**config.mk**
```make
export PLATFORM = sky130hd
export DESIGN_NAME = acq_addr_seq
export DESIGN_NICKNAME = d
export VERILOG_FILES = /design/src/rtl/acq_seq_pkg.sv /design/src/rtl/acq_strobe_sync.sv /design/src/rtl/acq_card_ram.sv /design/src/rtl/acq_addr_seq.sv
export SDC_FILE = /design/constraint.sdc
export NUM_CORES = 1
export LEC_CHECK = 0
export CAP_MARGIN = 5
export CORE_ASPECT_RATIO = 1.2
export CORE_MARGIN = 4
export CORE_UTILIZATION = 45
export DETAILED_ROUTE_END_ITERATION = 12
export PLACE_DENSITY = 0.67
export SLEW_MARGIN = 20
export SYNTH_ARGS = -nofsm -noshare
export SYNTH_HDL_FRONTEND = slang
export SYNTH_SLANG_ARGS = --single-unit
```
**constraint.sdc**
```tcl
create_clock -name clk -period 6.3 [get_ports clk]
set_clock_uncertainty 0.2 [all_clocks]
set_input_delay 0.945 -clock clk [delete_from_list [all_inputs] [get_ports clk]]
set_output_delay 0.945 -clock clk [all_outputs]
set_load 0.01 [all_outputs]
```
**src/rtl/acq_seq_pkg.sv**
```systemverilog
package acq_seq_pkg;
    localparam int MAX_CARDS = 4;
    localparam int SEL_W     = 2;

    typedef enum logic [1:0] {
        ST_WAIT = 2'd0,
        ST_HELD = 2'd1,
        ST_FULL = 2'd2
    } seq_state_t;
endpackage

```
**src/rtl/acq_strobe_sync.sv**
```systemverilog
module acq_strobe_sync (
    input  logic clk,
    input  logic rst_n,
    input  logic strobe_async,
    output logic rise,
    output logic fall
);
    logic s1, s2, s3;

    always_ff @(posedge clk or negedge rst_n) begin
        if (!rst_n) begin
            s1 <= 1'b0;
            s2 <= 1'b0;
            s3 <= 1'b0;
        end else begin
            s1 <= strobe_async;
            s2 <= s1;
            s3 <= s2;
        end
    end

    assign rise = s2 & ~s3;
    assign fall = ~s2 & s3;
endmodule

```
**src/rtl/acq_card_ram.sv**
```systemverilog
module acq_card_ram #(
    parameter int WORD_W = 16,
    parameter int AW     = 3
) (
    input  logic              clk,
    input  logic              we,
    input  logic              re,
    input  logic [AW-1:0]     addr,
    input  logic [WORD_W-1:0] wdata,
    output logic [WORD_W-1:0] rdata
);
    localparam int DEPTH = 2 ** AW;

    logic [WORD_W-1:0] mem [DEPTH];

    always_ff @(posedge clk) begin
        if (we) mem[addr] <= wdata;
        if (re) rdata <= mem[addr];
    end
endmodule

```
**src/rtl/acq_addr_seq.sv**
```systemverilog
module acq_addr_seq
    import acq_seq_pkg::*;
#(
    parameter int WORD_W    = 16,
    parameter int CARD_AW   = 3,
    parameter int NUM_CARDS = 4
) (
    input  logic                 clk,
    input  logic                 rst_n,
    input  logic                 vdv_async,
    input  logic [WORD_W-1:0]    smp_data,
    input  logic                 acq_run,
    input  logic                 host_addr_wr,
    input  logic [CARD_AW+1:0]   host_addr,
    input  logic                 host_rd,
    input  logic                 host_rd_adv,
    output logic [CARD_AW+1:0]   cur_addr,
    output logic [MAX_CARDS-1:0] card_en,
    output logic [WORD_W-1:0]    rd_data,
    output logic                 rd_valid,
    output logic                 full,
    output logic                 addr_err
);
    localparam int ADDR_W = CARD_AW + SEL_W;
    localparam logic [ADDR_W-1:0] LAST_ADDR = ADDR_W'(NUM_CARDS * (2 ** CARD_AW) - 1);

    seq_state_t state, nxt;
    logic rise, fall;
    logic ram_we, addr_inc, host_ok, addr_ok, rd_go, at_last, addr_bad;
    logic [SEL_W-1:0] sel, rd_card_q;
    logic [WORD_W-1:0] card_q [MAX_CARDS];

    acq_strobe_sync u_sync (
        .clk          (clk),
        .rst_n        (rst_n),
        .strobe_async (vdv_async),
        .rise         (rise),
        .fall         (fall)
    );

    assign sel      = cur_addr[ADDR_W-1:CARD_AW];
    assign at_last  = (cur_addr == LAST_ADDR);
    assign host_ok  = !acq_run && (state != ST_HELD);
    assign addr_bad = (host_addr > LAST_ADDR);
    assign addr_ok  = host_ok && host_addr_wr && !addr_bad;
    assign rd_go    = host_ok && !host_addr_wr && (host_rd || host_rd_adv);

    // State register
    always_ff @(posedge clk or negedge rst_n) begin
        if (!rst_n) state <= ST_WAIT;
        else        state <= nxt;
    end

    // Next state and control outputs
    always_comb begin
        nxt      = state;
        ram_we   = 1'b0;
        addr_inc = 1'b0;
        full     = 1'b0;
        unique case (state)
            ST_WAIT: begin
                if (acq_run && rise) begin
                    ram_we = 1'b1;
                    nxt    = ST_HELD;
                end else if (rd_go && host_rd_adv) begin
                    if (at_last) nxt = ST_FULL;
                    else         addr_inc = 1'b1;
                end
            end
            ST_HELD: begin
                if (fall) begin
                    if (at_last) nxt = ST_FULL;
                    else begin
                        addr_inc = 1'b1;
                        nxt      = ST_WAIT;
                    end
                end
            end
            ST_FULL: begin
                full = 1'b1;
                if (addr_ok) nxt = ST_WAIT;
            end
            default: nxt = ST_WAIT;
        endcase
    end

    always_ff @(posedge clk or negedge rst_n) begin
        if (!rst_n) begin
            cur_addr  <= '0;
            addr_err  <= 1'b0;
            rd_valid  <= 1'b0;
            rd_card_q <= '0;
        end else begin
            if (addr_ok)       cur_addr <= host_addr;
            else if (addr_inc) cur_addr <= cur_addr + 1'b1;
            if (host_addr_wr && !addr_ok) addr_err <= 1'b1;
            else if (addr_ok)             addr_err <= 1'b0;
            rd_valid  <= rd_go;
            rd_card_q <= sel;
        end
    end

    always_comb begin
        card_en      = '0;
        card_en[sel] = 1'b1;
    end

    for (genvar i = 0; i < MAX_CARDS; i++) begin : g_card
        if (i < NUM_CARDS) begin : g_fit
            acq_card_ram #(.WORD_W(WORD_W), .AW(CARD_AW)) u_ram (
                .clk   (clk),
                .we    (ram_we && card_en[i]),
                .re    (rd_go && card_en[i]),
                .addr  (cur_addr[CARD_AW-1:0]),
                .wdata (smp_data),
                .rdata (card_q[i])
            );
        end else begin : g_empty
            assign card_q[i] = '0;
        end
    end

    assign rd_data = card_q[rd_card_q];

    // address stays put while the strobe is high
    p_hold_high_r2: assert property (@(posedge clk) disable iff (!rst_n)
        (state == ST_HELD && !fall) |=> $stable(cur_addr));
    // trailing edge below the final address steps by one
    p_step_r3: assert property (@(posedge clk) disable iff (!rst_n)
        (state == ST_HELD && fall && !at_last) |=> (cur_addr == ADDR_W'($past(cur_addr) + 1'b1)));
    // exactly one card active
    p_card_onehot_r4: assert property (@(posedge clk) disable iff (!rst_n)
        $countones(card_en) == 1);
    // load during acquisition raises the error flag
    p_locked_r6: assert property (@(posedge clk) disable iff (!rst_n)
        (acq_run && host_addr_wr) |=> addr_err);
    // a host read is answered next cycle
    p_rd_valid_r7: assert property (@(posedge clk) disable iff (!rst_n)
        (!acq_run && state == ST_WAIT && host_rd && !host_addr_wr) |=> rd_valid);
    // full holds address and blocks writes
    p_no_overflow_r9: assert property (@(posedge clk) disable iff (!rst_n)
        (full && !addr_ok) |=> (full && $stable(cur_addr)));
    p_full_no_we_r9: assert property (@(posedge clk) disable iff (!rst_n)
        full |-> !ram_we);
endmodule

```
==> impl_metrics.ini, run 1 <==
[run_status]
status = finished clean

[min_path]
hp-start = u_sync.s1
hold_path_class = reg -> reg

[synthesis]
synth_area_leaders = edfxtp_1 (78%), mux4_2 (3.0%), mux2_2 (2.8%)
yosysSeqAreaShare_pct = 79.2
syn_inst = 1192
ys_types = 55
synth-seq-cells = 590
ys_async_sr_fraction_pct = 2.37
synth_top_area_share_pct = 77.6
synth_xor_area_share_pct = 0.0786
avgSynthCellArea_um2 = 18.7
synth_nets = 1222
synth_compound_area_share_pct = 8.16
yosysMostFrequentCell = edfxtp_1
synthMuxAreaShare_pct = 7.30
synth_top_family_by_area = compound AO/OA/AOI/OAI gates
syn_area_mm2 = 0.0223
ys_warn_count = 0
yosysTopAreaCell = edfxtp_1
synthSimpleGateAreaFrac_pct = 3.50
synth_edf_count = 576
synth_fa_ha_area_share_pct = 0.112
synth_ff_type = edfxtp_1
synth_common_cells = edfxtp_1 (576), a22oi_1 (80), nor2_1 (65), mux2_2 (55), a221oi_1 (44)

[floorplanning]
rows = 89
die_area_mm2 = 0.0532
die_w_um = 211
start_util_pct = 45.4
fp.dieH_um = 252
core_area_mm2 = 0.0491
num_io_pins = 56

[global_routing]
grt_first_pass_wirelength_um = 88700
use_met1_pct = 31.6
grt_overflow = 0
antenna_found_initial = 0
first_global_vias = 12100
busiest_layer = met2
met2_usage_pct = 37.4
grt_usage_pct = 23.0
grt_max_degree = 49
met3_usage_pct = 4.03

[sta]
maxSlewViolCount = 0
min_period_ns = 3.60
setup_viol = 0
rsz0062_at_grt = no
worstMarginPinSlew_ns = 1.09
slew_headroom_pct = 26.5
holdWs_ns = 0.159
fin_crit_sh_pct = 57.2
setup_slack_ns = 2.70
hold_violations = 0
fmax_mhz = 278
tns_ns = 0

[final_layout]
area_growth_pct = 13.9
fin_area_mm2 = 0.0254
final_cell_count_no_fill = 1954
nNetsFinal = 1306
drive_above_1_share_pct = 19.4
diodes = 0

[setup_path]
critPathTopFamily = flip-flops
path_cells = mux4_2 > clkdlybuf4s50_1
critPathMaxStageDelay_ns = 0.72
cp-end-kind = output port
cp-startpoint = rd_card_q[0]
slowest_stage = dfrtp_2
worstPathBufferInverterCount = 1
crit_type = reg -> out
arrival_ns = 2.46
crit_required_ns = 5.15
cp-start-kind = flip-flop
cp_max_fo = 16
r2r_start = cur_addr[1]

[detailed_routing]
drtIter0Drc = 1864
ant_nets = 0
vias_per_cell = 6.32
wl_um = 61700
routedWlPerCell_um = 31.6
dr.pass1.iters = 8
drc = 0
vias = 12300

[cts]
cts_setup_buffers = 0
clk_pin_slew_ns = 0.07
insertion_delay_ns = 0.58
cts_hold_buf = 0
numClockSinks = 590
cts_resized = 0
cts_buffer_depth = 3
cts.htree.levels = 2
cts_tree = done
cts_buffers = 52
clockRootBuffer = clkbuf_16

[placed_design]
portBuffers = 55
detailed_place.area_mm2 = 0.0236
place_worst_setup_slack_ns = 2.68
hpwl_um = 37800
dpl.cell_count = 1859
gp_congestion = 0.927

[run]
drv_cap = 0

[power]
peakVddDrop_mv = 0.191
power.leakage_uw = 0.00801
p_per_area_mw_per_mm2 = 428
[layout by cell type (no fill, tap or decap), drive strengths merged, types with 2 or more instances in the layout]
master,Yosys,final
a21oi,22,22
a221o,7,7
a221oi,44,44
a222oi,11,11
a22o,12,12
a22oi,80,80
and2,8,8
and3,2,2
buf,55,60
bufinv,0,10
clkbuf,14,61
clkdlybuf4s50,0,39
clkinv,0,24
dfrtp,14,14
edfxtp,576,576
ha,2,2
inv,5,5
mux2,57,57
mux2i,31,31
mux4,30,30
nand2,43,43
nand3,18,18
nor2,68,68
nor2b,10,10
nor3,7,7
o2111ai,9,9
o211ai,3,3
o21ai,31,31
o221ai,2,2
o22ai,5,5
o2bb2ai,12,12
or4,2,2
[final timing paths]
path	endpoint	slack, ns	cells after the start
hold reg to reg	u_sync.s2	0.16	0
hold / removal	u_sync.s2	0.16	0
min in group asynchronous	cur_addr[1]	0.61	1
setup / recovery	rd_data[6]	2.70	2
setup reg to reg	cur_addr[0]	2.79	9
max in group asynchronous	cur_addr[2]	4.72	1
[registers in the layout, summed over array words and instances, names as in the netlist]
register                  count
state                         2
g_card.g_fit.u_ram.mem      512
u_sync.s2                     1
g_card.g_fit.u_ram.rdata     64
u_sync.s1                     1
u_sync.s3                     1
addr_err                      1
rd_valid                      1
rd_card_q                     2
cur_addr                      5
[kinds of logic after synthesis]
| kind of cell | Yosys count |
|---|---|
| and+or+nand+nor | 165 |
| buffers and inverters | 74 |
| AOI/OAI and AO/OA | 241 |
| muxes | 118 |
| DFF | 590 |
| xor gates and xnor gates | 2 |
| adders and majority gates | 2 |
[where the power goes]
| part | switching [µW] | internal, µW | total (µW) |
|---|---|---|---|
| combinational | 1800 | 1020 | 2820 |
| sequential | 224 | 4510 | 4740 |
| clock | 1370 | 1950 | 3320 |
| total | 3390 | 7480 | 10900 |
[per-layer routing]
metal / wire (µm) / up-vias
li1: - / 5047
met4: 2720 / 0
met5: 0 / -
met1: 22900 / 6323
met3: 6390 / 148
met2: 29700 / 827
[per-stage QoR]
stage / util [%] / total power (µW)
after floorplan: - / 6380
after global placement: 48.0 / 7560
after detailed placement: 48.1 / 7590
after CTS: 51.7 / 10900
after global routing: 51.7 / 11200
final: 51.7 / 10900
[cell type report]
class                      instances  area, µm²
timing repair buffer              99        805
tap                              637        797
multi-input combinational        528       4330
fill                            3815      23700
sequential                       590      17700
inverter                           5       18.8
clock buffer                      61       1360
clock inverter                    34        414
(Power assumes the default switching activity.)
==> run 2, diff against run 1 <==
clock period = 3.6 ns   (was 6.3 ns; I/O delays follow)
==> run 2 against run 1 <==
Critical path depth is the same; clock-buffer cell count grew 6; clock power grew 71%; cell count grew 3.0%; die area is the same; power grew 76%; sequential share of layout area shrank 1.2 points; via count grew 0.91%; hold slack lost 0.0051 ns; routed wire length shrank 2.8%; non-clock buffer count grew 56.
==> impl_metrics.ini, run 2 (same netlist as run 1, synthesis figures left out) <==
[global_routing]
grt_max_degree = 43
busiest_layer = met2
grt_first_pass_wirelength_um = 86800
grt_overflow = 0
first_global_vias = 12200
antenna_found_initial = 1
use_met1_pct = 30.7
grt_usage_pct = 22.3
met3_usage_pct = 3.57
met2_usage_pct = 36.5

[cts]
insertion_delay_ns = 0.59
cts_buffers = 53
cts.htree.levels = 2
clk_pin_slew_ns = 0.06
cts_resized = 0
cts_tree = done
clockRootBuffer = clkbuf_16
cts_setup_buffers = 0
cts_hold_buf = 0
cts_buffer_depth = 3
numClockSinks = 590

[setup_path]
cp-startpoint = rd_card_q[1]
cp_max_fo = 16
r2r_start = cur_addr[0]
cp-end-kind = output port
crit_required_ns = 2.86
r2r_cells = 7
cp-start-kind = flip-flop
reg2reg_to = g_card[1].g_fit.u_ram.rdata[11]
worstSetupEndpoint = rd_data[13]
arrival_ns = 2.39
rrSetupSlack_ns = 0.65
crit_type = reg -> out

[detailed_routing]
drc = 0
routedWlPerCell_um = 29.8
drtIter0Drc = 1696
vias = 12500
wl_um = 60000
dr.pass1.iters = 5
vias_per_cell = 6.19
ant_nets = 0

[sta]
fmax_mhz = 320
holdWs_ns = 0.154
rsz0062_at_grt = no
slew_headroom_pct = 40.0
fin_crit_sh_pct = 86.9
setup_viol = 0
worstMarginPinSlew_ns = 0.897
maxSlewViolCount = 0
setup_slack_ns = 0.473
hold_violations = 0
tns_ns = 0
min_period_ns = 3.13

[final_layout]
area_growth_pct = 15.9
layout_commonest_cell = edfxtp_1
fillers = 3755
diodes = 0
largest_reg_flops = 512
top_register = g_card.g_fit.u_ram.mem
largestRegisters = g_card.g_fit.u_ram.mem x512, g_card.g_fit.u_ram.rdata x64, cur_addr x5
final_cell_count_no_fill = 2012
final_cell_mix = edfxtp_1 (576), buf_4 (99), a22oi_1 (80)
nNetsFinal = 1363
drive_above_1_share_pct = 20.7

[placed_design]
dpl.cell_count = 1915
portBuffers = 55
place_worst_setup_slack_ns = 0.598
gp_congestion = 0.895
hpwl_um = 37200

[run]
drv_cap = 0

[power]
power.leakage_uw = 0.00827
peakVddDrop_mv = 0.398
p_per_area_mw_per_mm2 = 740

[min_path]
hold_path_class = reg -> reg

[floorplanning]
core_area_mm2 = 0.0491
num_io_pins = 56
die_area_mm2 = 0.0532
die_w_um = 211
fp.dieH_um = 252
start_util_pct = 45.4
rows = 89

[run_status]
status = finished clean
run 2: changes by cell type in the layout (fill, tap and decap cells not counted), sizes merged:
cell,previous run,this run
buf,60,100
clkdlybuf4s50,39,55
clkbuf,61,67
clkinv,24,19
bufinv,10,6
clkinvlp,0,3
inv,5,7
run 2: layout make-up:
cell class	count	area [µm²]	share of cell area, %
inverters	5	18.8	0.0726
repair buffers	155	1310	5.08
clock buffers	67	1440	5.58
well taps	637	797	3.08
clock inverters	30	303	1.17
multi-input cells	528	4310	16.7
flip-flops and latches	590	17700	68.3
run 2: through the flow:
stage	instance area [µm²]	total power, µW	util (%)
global placement	24100	13500	49.1
floorplan	22300	11200	-
global route	25800	19700	52.6
finish	25800	19100	52.6
detailed placement	24100	13500	49.1
CTS	25800	19100	52.6
run 2: worst max-delay path, cell delays in order, from the launching register on:
cell             delay (ns)
dfrtp_1                0.79
mux4_2                 0.48
clkdlybuf4s50_1        0.52
run 2: worst min path at each step:
stage	startpoint	endpoint	slack, ns	cells after the start
floorplan	rst_n	addr_err	0.04	0
global placement	u_sync.s1	u_sync.s2	0.15	0
detailed placement	u_sync.s1	u_sync.s2	0.14	0
CTS	u_sync.s1	u_sync.s2	0.16	0
global route	u_sync.s1	u_sync.s2	0.17	0
finish	u_sync.s1	u_sync.s2	0.15	0
run 2: per-layer routing:
layer,vias to the layer above,routed length (µm)
li1,5169,-
met1,6374,22400
met2,786,29300
met3,128,5900
met4,0,2430
met5,-,0
run 2: power by group:
group	leakage (µW)	total [µW]	switching, µW	internal (µW)
Clock	0.000849	5670	2410	3260
Sequential	0.00535	8220	328	7900
Combinational	0.00208	5230	3250	1980
==> run 3, diff against run 2 <==
TNS_END_PERCENT = 5   (was default)
clock period = 2.9 ns   (was 3.6 ns; I/O delays follow)
==> run 3 against run 2 <==
Sequential power increased by 24%; sequential share of layout area shrank 0.82 points; power grew 26%; register-to-register slack got worse by 0.40 ns; critical path depth increased by 1; first-iteration DRC count rose by 24%; sequential cell count unchanged; clock-buffer cell count shrank 5; final area up 1.2%; utilization increased by 0.64 points; routed wire length rose by 8.4%; highest routed layer unchanged.
==> impl_metrics.ini, run 3 (same netlist as run 1, synthesis figures left out) <==
[sta]
hold_violations = 0
fmax_mhz = 349
holdWs_ns = 0.0759
fin_crit_sh_pct = 98.8
maxSlewViolCount = 0
min_period_ns = 2.87
setup_viol = 0
slew_headroom_pct = 30.3
rsz0062_at_grt = no
setup_slack_ns = 0.0338
tns_ns = 0
worstMarginPinSlew_ns = 1.04

[cts]
insertion_delay_ns = 0.60
numClockSinks = 590
cts_buffer_depth = 3
clockRootBuffer = clkbuf_16
cts_tree = done
clk_pin_slew_ns = 0.07
cts_hold_buf = 0
cts_buffers = 53
cts.htree.levels = 2

[setup_path]
rrSetupSlack_ns = 0.25
cp-end-kind = output port
crit_type = reg -> out
crit_required_ns = 2.27
cp_max_fo = 22
arrival_ns = 2.23
cp-start-kind = flip-flop

[placed_design]
hpwl_um = 42200
gp_congestion = 0.924
portBuffers = 55
place_worst_setup_slack_ns = 0.0183
dpl.cell_count = 1945

[final_layout]
top_register = g_card.g_fit.u_ram.mem
layout_commonest_cell = edfxtp_1
drive_above_1_share_pct = 22.4
diodes = 0
final_cell_mix = edfxtp_1 (576), buf_4 (119), a22oi_1 (80)
area_growth_pct = 17.3
fillers = 3792
largest_reg_flops = 512
nNetsFinal = 1394
final_cell_count_no_fill = 2041
largestRegisters = g_card.g_fit.u_ram.mem x512, g_card.g_fit.u_ram.rdata x64, cur_addr x5

[global_routing]
grt_max_degree = 35
grt_overflow = 0
antenna_found_initial = 0
grt_first_pass_wirelength_um = 92000
first_global_vias = 12600
grt_usage_pct = 24.1

[detailed_routing]
ant_nets = 0
drc = 0
vias = 12800
vias_per_cell = 6.28
drtIter0Drc = 2103
wl_um = 65100
routedWlPerCell_um = 31.9
dr.pass1.iters = 7

[floorplanning]
rows = 89
die_area_mm2 = 0.0532
die_w_um = 211
num_io_pins = 56
start_util_pct = 45.4
core_area_mm2 = 0.0491
fp.dieH_um = 252

[run_status]
status = finished clean

[run]
drv_cap = 0

[power]
p_per_area_mw_per_mm2 = 923
power.leakage_uw = 0.00846
peakVddDrop_mv = 0.551

[min_path]
hold_path_class = in -> async
## run 3: cell count changes in the layout (fill, tap and decap cells not counted), sizes merged
cell,change
buf,+31
clkdlybuf4s50,-7
inv,-2
dlygate4sd2,+7
clkinv,+7
clkinvlp,-2
clkbuf,-5
## run 3: repair_timing
action	CTS	global route
gates cloned	0	0
buffers inserted	0	1
setup endpoints to repair	16	8
gates resized for setup	11	1
## run 3: routing by layer
metal / track usage [%] / share of wire (%)
met1: 31.7 / 36
met2: 39.8 / 49
met3: 3.43 / 8.8
met4: 11.9 / 5.9
met5: 0 / 0
## run 3: worst max-delay path, cell delays in order, from the launching register on
cell and delay (ns):
dfrtp_4 0.67, buf_12 0.24, buf_4 0.18, clkdlybuf4s50_1 0.54
## run 3: area by class of cell
type	instances	area [µm²]	share of cell area [%]
flip-flops and latches	590	17700	67.5
multi-input cells	528	4310	16.5
repair buffers	186	1680	6.41
clock buffers	62	1380	5.28
well taps	637	797	3.05
clock inverters	33	312	1.19
inverters	5	18.8	0.0718
## run 3: path summary, 6_finish.rpt
path / from / to / depth (start not counted)
max: cur_addr[2] / cur_addr[2] / 3
min: rst_n / rd_card_q[0] / 1
max reg2reg: cur_addr[2] / g_card[3].g_fit.u_ram.rdata[1] / 4
min reg2reg: u_sync.s1 / u_sync.s2 / 0
max in group asynchronous: rst_n / cur_addr[0] / 1
min in group clk: vdv_async / u_sync.s1 / 1
## run 3: metrics by stage
stage | util (%) | area, µm² | power (µW)
floorplan | - | 22300 | 13800
global placement | 49.7 | 24400 | 17200
detailed placement | 49.8 | 24400 | 17200
CTS | 53.2 | 26100 | 24000
global route | 53.3 | 26200 | 24800
finish | 53.3 | 26200 | 24100
## run 3: power breakdown
group          switching, µW  leakage (µW)  internal, µW
Sequential               357       0.00535          9810
Clock                   3000      0.000832          3920
Combinational           4400       0.00228          2660
